==> src/rtl/bcsr_pkg.sv <==
package bcsr_pkg;
    localparam int OFS_W = 3;
    localparam logic [OFS_W-1:0] OFS_STAT = 3'd0;
    localparam logic [OFS_W-1:0] OFS_CTRL = 3'd1;
    localparam logic [OFS_W-1:0] OFS_RST  = 3'd2;
    localparam logic [OFS_W-1:0] OFS_PRES = 3'd4;
    localparam logic [OFS_W-1:0] OFS_CFG  = 3'd5;

    // writable control bits: 7 led, 6 spare, 5 wp A, 4 thermo mask, 3 wp B boot
    localparam logic [7:0] CTRL_WMASK = 8'hF8;
    localparam int CB_LED = 7;
    localparam int CB_WPA = 5;
    localparam int CB_TMK = 4;
    localparam int CB_WPB = 3;
    localparam int RB_KICK = 7;

    typedef enum logic [1:0] {
        RS_IDLE = 2'd0,
        RS_HOLD = 2'd1,
        RS_DONE = 2'd2
    } rst_state_e;
endpackage

==> src/rtl/bcsr_refdiv.sv <==
module bcsr_refdiv #(
    parameter int DIV = 64
) (
    input  logic clk,
    input  logic rst_n,
    input  logic tick,
    output logic lvl
);
    localparam int HALF = DIV / 2;
    localparam int CW   = (HALF > 1) ? $clog2(HALF) : 1;

    logic [CW-1:0] cnt;

    always_ff @(posedge clk or negedge rst_n) begin
        if (!rst_n) begin
            cnt <= '0;
            lvl <= 1'b0;
        end else if (tick) begin
            if (cnt == CW'(HALF - 1)) begin
                cnt <= '0;
                lvl <= ~lvl;
            end else begin
                cnt <= cnt + 1'b1;
            end
        end
    end
endmodule

==> src/rtl/bcsr_rstseq.sv <==
module bcsr_rstseq
    import bcsr_pkg::*;
#(
    parameter int HOLD = 16
) (
    input  logic clk,
    input  logic rst_n,
    input  logic kick,
    output logic board_rst
);
    localparam int CW = $clog2(HOLD + 1);

    rst_state_e    state, nxt;
    logic [CW-1:0] cnt;

    always_ff @(posedge clk or negedge rst_n) begin
        if (!rst_n) begin
            state <= RS_IDLE;
            cnt   <= '0;
        end else begin
            state <= nxt;
            cnt   <= (state == RS_HOLD) ? cnt + 1'b1 : '0;
        end
    end

    always_comb begin
        nxt = state;
        unique case (state)
            RS_IDLE: if (kick) nxt = RS_HOLD;
            RS_HOLD: if (cnt == CW'(HOLD - 1)) nxt = RS_DONE;
            RS_DONE: nxt = RS_IDLE;
            default: nxt = RS_IDLE;
        endcase
    end

    always_comb begin
        board_rst = 1'b0;
        unique case (state)
            RS_HOLD: board_rst = 1'b1;
            default: board_rst = 1'b0;
        endcase
    end
endmodule

==> src/rtl/bcsr_wprot.sv <==
module bcsr_wprot #(
    parameter int             AW        = 32,
    parameter logic [AW-1:0]  BOOT_BASE = 'hFFF0_0000
) (
    input  logic          swp_a,
    input  logic          hwp_a,
    input  logic          swp_b,
    input  logic          hwp_b,
    input  logic [AW-1:0] b_addr,
    output logic          a_ok,
    output logic          b_ok
);
    logic b_in_boot;

    always_comb begin
        b_in_boot = (b_addr >= BOOT_BASE);
        a_ok      = ~swp_a & ~hwp_a;
        b_ok      = ~b_in_boot | (~swp_b & ~hwp_b);
    end
endmodule

==> src/rtl/board_csr.sv <==
module board_csr
    import bcsr_pkg::*;
#(
    parameter int                  REF_DIV    = 64,
    parameter int                  RST_CYCLES = 16,
    parameter int                  FADDR_W    = 32,
    parameter logic [FADDR_W-1:0]  BOOTB_BASE = 'hFFF0_0000
) (
    input  logic               clk,
    input  logic               rst_n,
    input  logic               cs,
    input  logic               rd,
    input  logic               wr,
    input  logic [2:0]         addr,
    input  logic [7:0]         wdata,
    output logic [7:0]         rdata,
    input  logic               osc_tick,
    input  logic               boot_bank_sel,
    input  logic               safe_start,
    input  logic               abort_n,
    input  logic               flash_busy_n,
    input  logic               fuse_ok,
    input  logic               srom_init,
    input  logic               hwp_a_hdr,
    input  logic               hwp_b_hdr,
    input  logic               pmc0_present_n,
    input  logic               pmc1_present_n,
    input  logic               xmod_present_n,
    input  logic               enum_rdy0,
    input  logic               enum_rdy1,
    input  logic [7:0]         cfg_sw_on,
    input  logic               thermo_in,
    input  logic [FADDR_W-1:0] flash_b_addr,
    output logic               flash_a_wr_ok,
    output logic               flash_b_wr_ok,
    output logic               fail_led,
    output logic               thermo_irq,
    output logic               board_rst
);
    logic [7:0] ctrl_q;
    logic       ref_lvl;
    logic       wr_hit;
    logic       kick;
    logic [7:0] stat_v, ctrl_v, pres_v;

    assign wr_hit = cs & wr;
    assign kick   = wr_hit && (addr == OFS_RST) && wdata[RB_KICK];

    always_ff @(posedge clk or negedge rst_n) begin
        if (!rst_n) begin
            ctrl_q <= CTRL_WMASK;
        end else if (wr_hit && addr == OFS_CTRL) begin
            ctrl_q <= wdata & CTRL_WMASK;
        end
    end

    bcsr_refdiv #(.DIV(REF_DIV)) u_ref (
        .clk  (clk),
        .rst_n(rst_n),
        .tick (osc_tick),
        .lvl  (ref_lvl)
    );

    bcsr_rstseq #(.HOLD(RST_CYCLES)) u_seq (
        .clk      (clk),
        .rst_n    (rst_n),
        .kick     (kick),
        .board_rst(board_rst)
    );

    bcsr_wprot #(.AW(FADDR_W), .BOOT_BASE(BOOTB_BASE)) u_wp (
        .swp_a (ctrl_q[CB_WPA]),
        .hwp_a (hwp_a_hdr),
        .swp_b (ctrl_q[CB_WPB]),
        .hwp_b (hwp_b_hdr),
        .b_addr(flash_b_addr),
        .a_ok  (flash_a_wr_ok),
        .b_ok  (flash_b_wr_ok)
    );

    always_comb begin
        fail_led   = ctrl_q[CB_LED];
        thermo_irq = thermo_in & ~ctrl_q[CB_TMK];
        stat_v = {ref_lvl, boot_bank_sel, safe_start, abort_n,
                  flash_busy_n, fuse_ok, srom_init, 1'b0};
        ctrl_v = (ctrl_q & CTRL_WMASK) | {5'b0, hwp_a_hdr, hwp_b_hdr, 1'b0};
        pres_v = {3'b0, enum_rdy1, enum_rdy0, xmod_present_n,
                  pmc1_present_n, pmc0_present_n};
        rdata = 8'h00;
        if (cs && rd) begin
            unique case (addr)
                OFS_STAT: rdata = stat_v;
                OFS_CTRL: rdata = ctrl_v;
                OFS_PRES: rdata = pres_v;
                OFS_CFG:  rdata = ~cfg_sw_on;
                default:  rdata = 8'h00;
            endcase
        end
    end
endmodule

==> config.mk <==
export PLATFORM = sky130hd
export DESIGN_NAME = board_csr
export DESIGN_NICKNAME = d
export VERILOG_FILES = /design/src/rtl/bcsr_pkg.sv /design/src/rtl/bcsr_refdiv.sv /design/src/rtl/bcsr_rstseq.sv /design/src/rtl/bcsr_wprot.sv /design/src/rtl/board_csr.sv
export SDC_FILE = /design/constraint.sdc
export NUM_CORES = 1
export LEC_CHECK = 0
export BUFFER_PORTS_ARGS = -buffer_cell sky130_fd_sc_hd__buf_4
export CAP_MARGIN = 10
export CELL_PAD_IN_SITES_DETAIL_PLACEMENT = 1
export CELL_PAD_IN_SITES_GLOBAL_PLACEMENT = 1
export CORE_ASPECT_RATIO = 1.75
export CORE_MARGIN = 2
export CORE_UTILIZATION = 27
export CTS_BUF_LIST = sky130_fd_sc_hd__clkbuf_16
export DETAILED_ROUTE_END_ITERATION = 12
export MAX_ROUTING_LAYER = met4
export PLACE_DENSITY = 0.81
export SYNTH_ARGS = -nofsm -noshare
export SYNTH_HDL_FRONTEND = slang
export SYNTH_SLANG_ARGS = --single-unit
==> constraint.sdc <==
create_clock -name clk -period 1.74 [get_ports clk]
set_input_delay 0 -clock clk [delete_from_list [all_inputs] [get_ports clk]]
set_output_delay 0 -clock clk [all_outputs]
set_load 0.05 [all_outputs]
[Yosys cells after proc, flatten, opt, wreduce, memory -nomap -nowiden]
Index checks and enable logic that the tools add are counted.
Word-level totals
  register bits: 18
  input bits: 71
  output and inout port bits: 13
  word-level logic and storage cells: 47
Operators by class
  add/sub/neg operators: 2
  $lt $le $gt $ge: 1
  equal/unequal tests: 9
  muxes and demuxes: 8
  bitwise gates (word level): 14
  reductions and logical operators: 8
Operator list (number)
  $ge 32x32->1 const B: 1
  $pmux 8 s4: 1
  $add 5x1->5 const B: 2
  $mux 5: 2
  $mux 8: 1
  $not 8->8: 1
  $or 8x3->8: 1
  $not 1->1: 7
  $eq 3x3->1 const B: 2
  $eq 5x4->1 const B: 1
  $eq 5x5->1 const B: 1
  $and 1x1->1: 4
  $logic_and 1x1->1: 4
  $mux 2: 2
  $ne 2x2->1 const B: 2
  $pmux 2 s2: 1
  $reduce_and 2->1: 2
  $eq 3x1->1 const B: 1
  $eq 3x2->1 const B: 1
  $logic_not 3->1: 1
  $eq 2x1->1 const B: 1
  $logic_not 2->1: 1
  $mux 1: 1
  $or 1x1->1: 1

[Depth between registers and ports, before layout]
Gate-level depths: netlist of the first run.
  depth after elaboration: 5
  depth in mapped cells: 6
  gate-level depth less buffers: 6

[Hierarchy]
From an unflattened synthesis of the first run, not the netlist that was laid out.
Second synthesis, totals
  cell total of the unflattened synthesis: 116
  area total of the unflattened synthesis: 1163.6 um^2
Modules (own cells, without submodules)
  board_csr: times used 1, cells an instance 60, area each 529.3 um^2, seq. area each 131.4 um^2
  bcsr_rstseq: times used 1, cells an instance 26, area each 301.5 um^2, seq. area each 175.2 um^2
  bcsr_refdiv: times used 1, cells an instance 24, area each 299.0 um^2, seq. area each 150.1 um^2
  bcsr_wprot: times used 1, cells an instance 6, area each 33.8 um^2, seq. area each 0.0 um^2

[Least setup slack after synthesis of the first run]
No wires, ideal clock.
  path kind: register to output
  from: register ctrl_q[7]
  to: output rdata[7]
  arrival: 1618 ps
  data required time: 1740 ps
  slack: 122 ps
  stages on the path, launching flop included: 4
  path buffers: 0
  cell sequence: dfstp_2 mux2i_1 o22a_1 nor2_1
Between the ends
  cells in the longest elaborated chain, start to end: 3
RTL lines
  start: declaration: RTL line board_csr.sv:40  | logic [7:0] ctrl_q;
  start signal: assignment: RTL line board_csr.sv:53  | ctrl_q <= wdata & CTRL_WMASK;
  $or 8x3->8: RTL line board_csr.sv:86  | ctrl_v = (ctrl_q & CTRL_WMASK) | {5'b0, hwp_a_hdr, hwp_b_hdr, 1'b0};
  $pmux 8 s4: RTL line board_csr.sv:91  | unique case (addr)
  $mux 8: RTL line board_csr.sv:90  | if (cs && rd) begin
  end: declaration: RTL line board_csr.sv:16  | output logic [7:0] rdata,
Every way passes these cells.

[Worst setup path after layout of the first run]
  from: register u_ref.cnt[0]
  to: register u_ref.cnt[3]
Between the ends
  cells in the longest elaborated chain, start to end: 2
  elaborated cells between the ends (all ways): 3
  those cells by class: 1 x add/sub; 1 x eq/ne; 1 x mux
RTL lines
  start: declaration: RTL line bcsr_refdiv.sv:12  | logic [CW-1:0] cnt;
  start signal: assignment: RTL line bcsr_refdiv.sv:23  | cnt <= cnt + 1'b1;
  $add 5x1->5 / $eq 5x5->1 (equally long branches): RTL line bcsr_refdiv.sv:23, bcsr_refdiv.sv:19
  $mux 5 *: RTL line bcsr_refdiv.sv:19  | if (cnt == CW'(HALF - 1)) begin
Mark *: on every way between the ends. The rest lies on a longest branch, timed or not.
A chain may end at the register's enable or synchronous reset.

==> impl_metrics.json, run 1 <==
{
  "synth_top_family_by_area": "simple AND/OR/NAND/NOR gates",
  "path_buf_inv": 0,
  "grt_max_degree": 21,
  "power_leakage_uw": 0.000819,
  "synthMuxAreaShare_pct": 14.7,
  "wl_per_cell_um": 14.0,
  "io_buffers": 60,
  "regToRegSetupSlack_ns": 0.10,
  "critPathCaptureType": "flop",
  "fin_skew_ns": 0.00241,
  "r2r_start": "u_ref.cnt[0]",
  "totalWireLength_mm": 3.17,
  "cts_root_buffer": "clkbuf_16",
  "drtPass1Iterations": 4,
  "ys_warn_count": 0,
  "yosys_most_used_dff": "dfrtp_1",
  "grt_overflow_total": 0,
  "min_path_type": "input port to flop",
  "grt_pass1_wl_mm": 4.76,
  "rows": 31,
  "vias": 1076,
  "boundaryPins": 84,
  "grt_setup_unrepaired": "no",
  "cp_slowest_cell": "dfrtp_1",
  "hold_viol": 0,
  "drive_above_1_share_pct": 46.1,
  "cts_max_path_buffers": 2,
  "drc": 0,
  "grt_usage_pct": 13.8,
  "min_period_ns": 1.64,
  "path_depth": 5,
  "yosys.area_share.simple_pct": 26.2,
  "synth.top_cells.by_area": "dfrtp_1, dfstp_2, mux2_2",
  "nets": 254,
  "cp_max_fo": 4,
  "peakVddDrop_mv": 0.573,
  "core-area_mm2": 0.00407,
  "crit_chain": "ha_1 > and3_1 > ha_1 > nand2b_1 > o311ai_1",
  "cp-endpoint": "u_ref.cnt[3]",
  "async_flop_share_pct": 100,
  "worstSetupPathType": "flop to flop",
  "synthAdderAreaFrac_pct": 4.48,
  "crit-reg2reg-capture": "u_ref.cnt[3]",
  "critical_path_required_ns": 1.88,
  "yosys.area.top_type": "dfrtp_1",
  "synth_edf_count": 0,
  "hold_slack_ns": 0.0822,
  "synth_cells": 109,
  "postCtsSetupBuffers": 0,
  "htree_levels": 1,
  "initialDrtViolationCount": 8,
  "synth_seq_area_share_pct": 40.9,
  "syn_avg_cell_area_um2": 10.2,
  "place_hpwl_mm": 2.53,
  "slew_viol_final": 0,
  "fin_cells": 227,
  "maxCapViolCount": 0,
  "yosys.area.top_type_share_pct": 29.1,
  "fin_tns_setup_ns": 0,
  "diodes": 0,
  "dp.cells": 216,
  "netlist-cell-type-count": 30,
  "clk_latency_ns": 0.24,
  "die_area_mm2": 0.00468,
  "yosysMostFrequentCell": "dfrtp_1",
  "cts_made_buffers": 3,
  "synth-seq-cells": 18,
  "grt_pass1_vias": 1071,
  "die_w_um": 52.6,
  "cellPowerDensity_mw_per_mm2": 885,
  "die_y_um": 89.1,
  "setup_viol_count_final": 0,
  "utilization_pct": 43.2,
  "initial_core_util_pct": 27.4,
  "syn_area_mm2": 0.00112,
  "avgViaCountPerCell": 4.74,
  "place_congestion": 0.786,
  "crit_path_start_kind": "flop",
  "ant_nets": 0,
  "reg2reg_depth": 5,
  "outcome": "completed",
  "critPathMaxStageDelay_ns": 0.40,
  "critPathMostFrequentCell": "ha_1",
  "antenna_found_initial": 0,
  "cp-startpoint": "u_ref.cnt[0]",
  "syn_to_final_growth_pct": 57.7,
  "worst_pin_slew_ns": 0.322,
  "cts_tree": "done",
  "path_delay_family": "adder cells",
  "max_freq_mhz": 611,
  "synth-xor-area-share_pct": 2.35,
  "finalCritPeriodShare_pct": 94.1,
  "synth_compound_area_share_pct": 9.19,
  "critPathArrivalTime_ns": 1.77,
  "synth_common_cells": "dfrtp_1, mux2_2, nor2b_1, nor2_1",
  "relSlewSlack_pct": 78.5,
  "clk_pin_slew_ns": 0.05,
  "cts.sinks": 18,
  "syn-num-nets": 184
}
## metal layers
| layer | track usage, % | part of all wire, % | vias up |
|---|---|---|---|
| met1 | 13.9 | 37 | 491 |
| met2 | 25.2 | 51 | 57 |
| met4 | 3.50 | 0.16 | 0 |
| met3 | 4.01 | 12 | 2 |
| met5 | - | 0 | - |
| li1 | - | - | 526 |
## registers in the layout, summed over array words and instances, names as in the netlist
name         cells
ctrl_q           5
u_ref.cnt        5
u_ref.lvl        1
u_seq.cnt        5
u_seq.state      2
## worst min-delay path, cell delays in order
cell and delay [ns]:
buf_4 0.13, nand4b_1 0.10, o22ai_2 0.06
## timing repair
action,4_1_cts,5_1_grt
hold endpoints to repair,24,0
resized for setup,1,0
hold buffers,7,0
setup endpoints to repair,1,0
## logic make-up after synthesis
kind of cell,count (synthesis)
buffers and inverters,4
AOI/OAI and AO/OA,16
adders and majority gates,4
muxes,15
and+or+nand+nor,49
DFF,18
xor gates and xnor gates,3
## worst min-delay path by stage
stage               cells past startpoint              to   from  slack [ns]
floorplan                               0    u_ref.cnt[0]  rst_n       -0.30
global placement                        1  u_seq.state[0]  rst_n       -0.12
detailed placement                      1  u_seq.state[0]  rst_n       -0.12
CTS                                     3  u_seq.state[0]     cs        0.08
global route                            3  u_seq.state[0]     cs        0.09
finish                                  3  u_seq.state[0]     cs        0.08
## cell type report
type,instances,area (um^2)
fill,501,2310
multi-input combinational,87,636
timing repair buffer,67,520
sequential,18,457
clock buffer,3,75.1
tap,49,61.3
inverter,2,7.51
clock inverter,1,3.75
## where the power goes
part           internal (uW)  switching [uW]  total (uW)
Combinational            254             229         484
Clock                    305             145         450
Sequential               546            79.1         625
Total                   1100             453        1560
## per-stage QoR
stage | instance area (um^2) | worst slack (ns) | power, uW
after floorplan | 1120 | 0.122 | 914
after global placement | 1610 | 0.109 | 1080
after detailed placement | 1610 | 0.0371 | 1100
after CTS | 1760 | 0.0741 | 1580
after global routing | 1760 | 0.00667 | 1660
final | 1760 | 0.103 | 1560
## placed cells by master (no fill, tap or decap), types with 2 or more instances in the layout
cell type / Yosys / layout
o22a_1: 3 / 3
nand2_1: 7 / 7
nand3_1: 2 / 2
nand2b_1: 4 / 4
dfrtp_1: 13 / 13
nand4_1: 3 / 3
nor2_1: 10 / 10
inv_1: 2 / 3
mux2_2: 11 / 11
nor2b_1: 11 / 11
mux2i_1: 4 / 4
xnor2_1: 2 / 2
ha_1: 4 / 4
dlygate4sd3_1: 0 / 7
dfstp_2: 5 / 5
o21ai_0: 7 / 7
a21oi_1: 4 / 4
and3_1: 2 / 2
buf_4: 0 / 60
and2_1: 2 / 2
nand3b_1: 2 / 2
clkbuf_16: 0 / 3
(Power assumes the default switching activity.)
==> run 2, diff against run 1 <==
--- a/config.mk
+++ b/config.mk
@@ -9,12 +9,12 @@
 export CAP_MARGIN = 10
 export CELL_PAD_IN_SITES_DETAIL_PLACEMENT = 1
-export CELL_PAD_IN_SITES_GLOBAL_PLACEMENT = 1
+export CELL_PAD_IN_SITES_GLOBAL_PLACEMENT = 2
 export CORE_ASPECT_RATIO = 1.75
 export CORE_MARGIN = 2
-export CORE_UTILIZATION = 27
+export CORE_UTILIZATION = 21
 export CTS_BUF_LIST = sky130_fd_sc_hd__clkbuf_16
 export DETAILED_ROUTE_END_ITERATION = 12
 export MAX_ROUTING_LAYER = met4
-export PLACE_DENSITY = 0.81
+export PLACE_DENSITY = 0.82
 export SYNTH_ARGS = -nofsm -noshare
 export SYNTH_HDL_FRONTEND = slang
==> constraint.sdc (replaced) <==
create_clock -name clk -period 1.74 [get_ports clk]
set_input_delay 0 -clock clk [delete_from_list [all_inputs] [get_ports clk]]
set_output_delay 0 -clock clk [all_outputs]
set_load 0.02 [all_outputs]
==> run 2 against run 1 <==
  * Count of clock-buffer cells in the layout stayed put
  * Clock power up 1%
  * Core utilization fell by 9.1 points
  * Highest routed layer unchanged
==> impl_metrics.json, run 2 (synthesis gave the netlist of run 1 again) <==
{
  "rows": 35,
  "maxCapViolCount": 0,
  "drive_above_1_share_pct": 47.8,
  "combPwrFrac_pct": 29.6,
  "cts_max_path_buffers": 2,
  "cp-startpoint": "u_ref.cnt[0]",
  "vias": 1067,
  "hold_viol": 0,
  "die_area_mm2": 0.00594,
  "diodes": 0,
  "critPathMaxStageDelay_ns": 0.40,
  "cts.sinks": 18,
  "max_freq_mhz": 629,
  "grt_max_degree": 21,
  "cp-endpoint": "u_ref.cnt[3]",
  "crit_chain": "ha_2 > and3_1 > ha_1 > nand2b_2 > o311ai_2",
  "clk_latency_ns": 0.25,
  "regToRegSetupSlack_ns": 0.15,
  "fin_tns_setup_ns": 0,
  "grt_pass1_wl_mm": 5.14,
  "outcome": "completed",
  "worstSetupPathType": "flop to flop",
  "path_delay_family": "adder cells",
  "nets": 254,
  "crit_path_start_kind": "flop",
  "place_congestion": 0.726,
  "r2r_start": "u_ref.cnt[0]",
  "fin_skew_ns": 0.00201,
  "io_buffers": 60,
  "totalWireLength_mm": 3.21,
  "place_hpwl_mm": 2.54,
  "critical_path_required_ns": 1.89,
  "critPathArrivalTime_ns": 1.74,
  "crit-reg2reg-capture": "u_ref.cnt[3]",
  "htree_levels": 1,
  "power_switching_share_pct": 27.7,
  "reg_top3": "ctrl_q: 5 flops, u_ref.cnt: 5 flops, u_seq.cnt: 5 flops",
  "grt_usage_pct": 11.8,
  "utilization_pct": 34.2,
  "power.share.sequential_pct": 40.8,
  "mostFrequentLayoutCells": "buf_4, dfrtp_1, nor2b_1, mux2_2, nor2_1",
  "grt_pass1_vias": 1116,
  "grt_overflow_total": 0,
  "setup_viol_count_final": 0,
  "min_path_type": "input port to flop",
  "initialDrtViolationCount": 36,
  "p_switching_uw": 426,
  "cp_max_fo": 4,
  "clk_pin_slew_ns": 0.05,
  "die_w_um": 59.1,
  "clkPwrFrac_pct": 29.6,
  "layout_commonest_cell": "buf_4",
  "die_y_um": 100,
  "drc": 0,
  "postCtsSetupBuffers": 0,
  "cp_slowest_cell": "dfrtp_1",
  "path_buf_inv": 0,
  "antenna_found_initial": 0,
  "initial_core_util_pct": 21.4,
  "cts_made_buffers": 3,
  "cts_root_buffer": "clkbuf_16",
  "reg2reg_depth": 5,
  "worst_pin_slew_ns": 0.377,
  "power_leakage_uw": 0.000814,
  "syn_to_final_growth_pct": 59.5,
  "grt_setup_unrepaired": "no",
  "cellPowerDensity_mw_per_mm2": 864,
  "critPathCaptureType": "flop",
  "dp.cells": 222,
  "relSlewSlack_pct": 74.8,
  "wl_per_cell_um": 13.8,
  "slew_viol_final": 0,
  "path_depth": 5,
  "power.internal_uw": 1110,
  "cts_tree": "done",
  "fin_cells": 233,
  "finalCritPeriodShare_pct": 91.4,
  "avgViaCountPerCell": 4.58,
  "core-area_mm2": 0.00521,
  "ant_nets": 0,
  "hold_slack_ns": 0.0877,
  "peakVddDrop_mv": 0.598,
  "boundaryPins": 84,
  "min_period_ns": 1.59,
  "drtPass1Iterations": 4
}
## run 2: repair_timing
| item | 4_1_cts | 5_1_grt |
|---|---|---|
| gates resized for setup | 1 | 3 |
| hold buffers | 7 | 0 |
| endpoints found under the hold margin | 24 | 0 |
| setup endpoints to repair | 1 | 1 |
## run 2: area by class of cell
cell class,instances,area [um^2]
clock inverters,1,3.75
fillers,587,3430
multi-input cells,87,648
flip-flops and latches,18,457
inverters,2,7.51
repair buffers,67,520
well taps,55,68.8
clock buffers,3,75.1
## run 2: per-layer routing
metal	track usage, %	vias up	wire (um)
li1	-	528	-
met5	-	-	0
met3	1.68	5	153
met1	12.9	500	1150
met4	5.24	0	61
met2	20.5	34	1850
## run 2: worst reg2reg max path: stages (launching register included)
cell	delay, ns
dfrtp_1	0.40
ha_2	0.21
and3_1	0.18
ha_1	0.21
nand2b_2	0.23
o311ai_2	0.27
## run 2: power groups by stage
| stage | Combinational (uW) | Sequential [uW] | Clock [uW] |
|---|---|---|---|
| 2_1_floorplan | 250 | 615 | 0 |
| 3_3_place_gp | 412 | 630 | 0 |
| 3_5_place_dp | 426 | 634 | 0 |
| 4_1_cts | 452 | 630 | 471 |
| 5_1_grt | 511 | 647 | 489 |
| 6_report | 455 | 628 | 455 |
## run 2: how the worst min path moves through the flow
stage,start,slack (ns),cells past startpoint,endpoint
global route,cs,0.10,3,u_seq.state[0]
global placement,rst_n,-0.12,1,u_seq.cnt[2]
detailed placement,rst_n,-0.12,1,u_seq.cnt[2]
floorplan,rst_n,-0.30,0,u_ref.cnt[0]
finish,cs,0.09,3,u_seq.state[0]
CTS,cs,0.08,3,u_seq.state[0]
## run 2: stage by stage
stage / cell area, um^2 / power [uW] / worst slack [ns]
after floorplan: 1120 / 865 / 0.221
after global placement: 1620 / 1040 / 0.0965
after detailed placement: 1620 / 1060 / 0.0637
after CTS: 1770 / 1550 / 0.0404
after global routing: 1780 / 1650 / 0.0390
final: 1780 / 1540 / 0.150
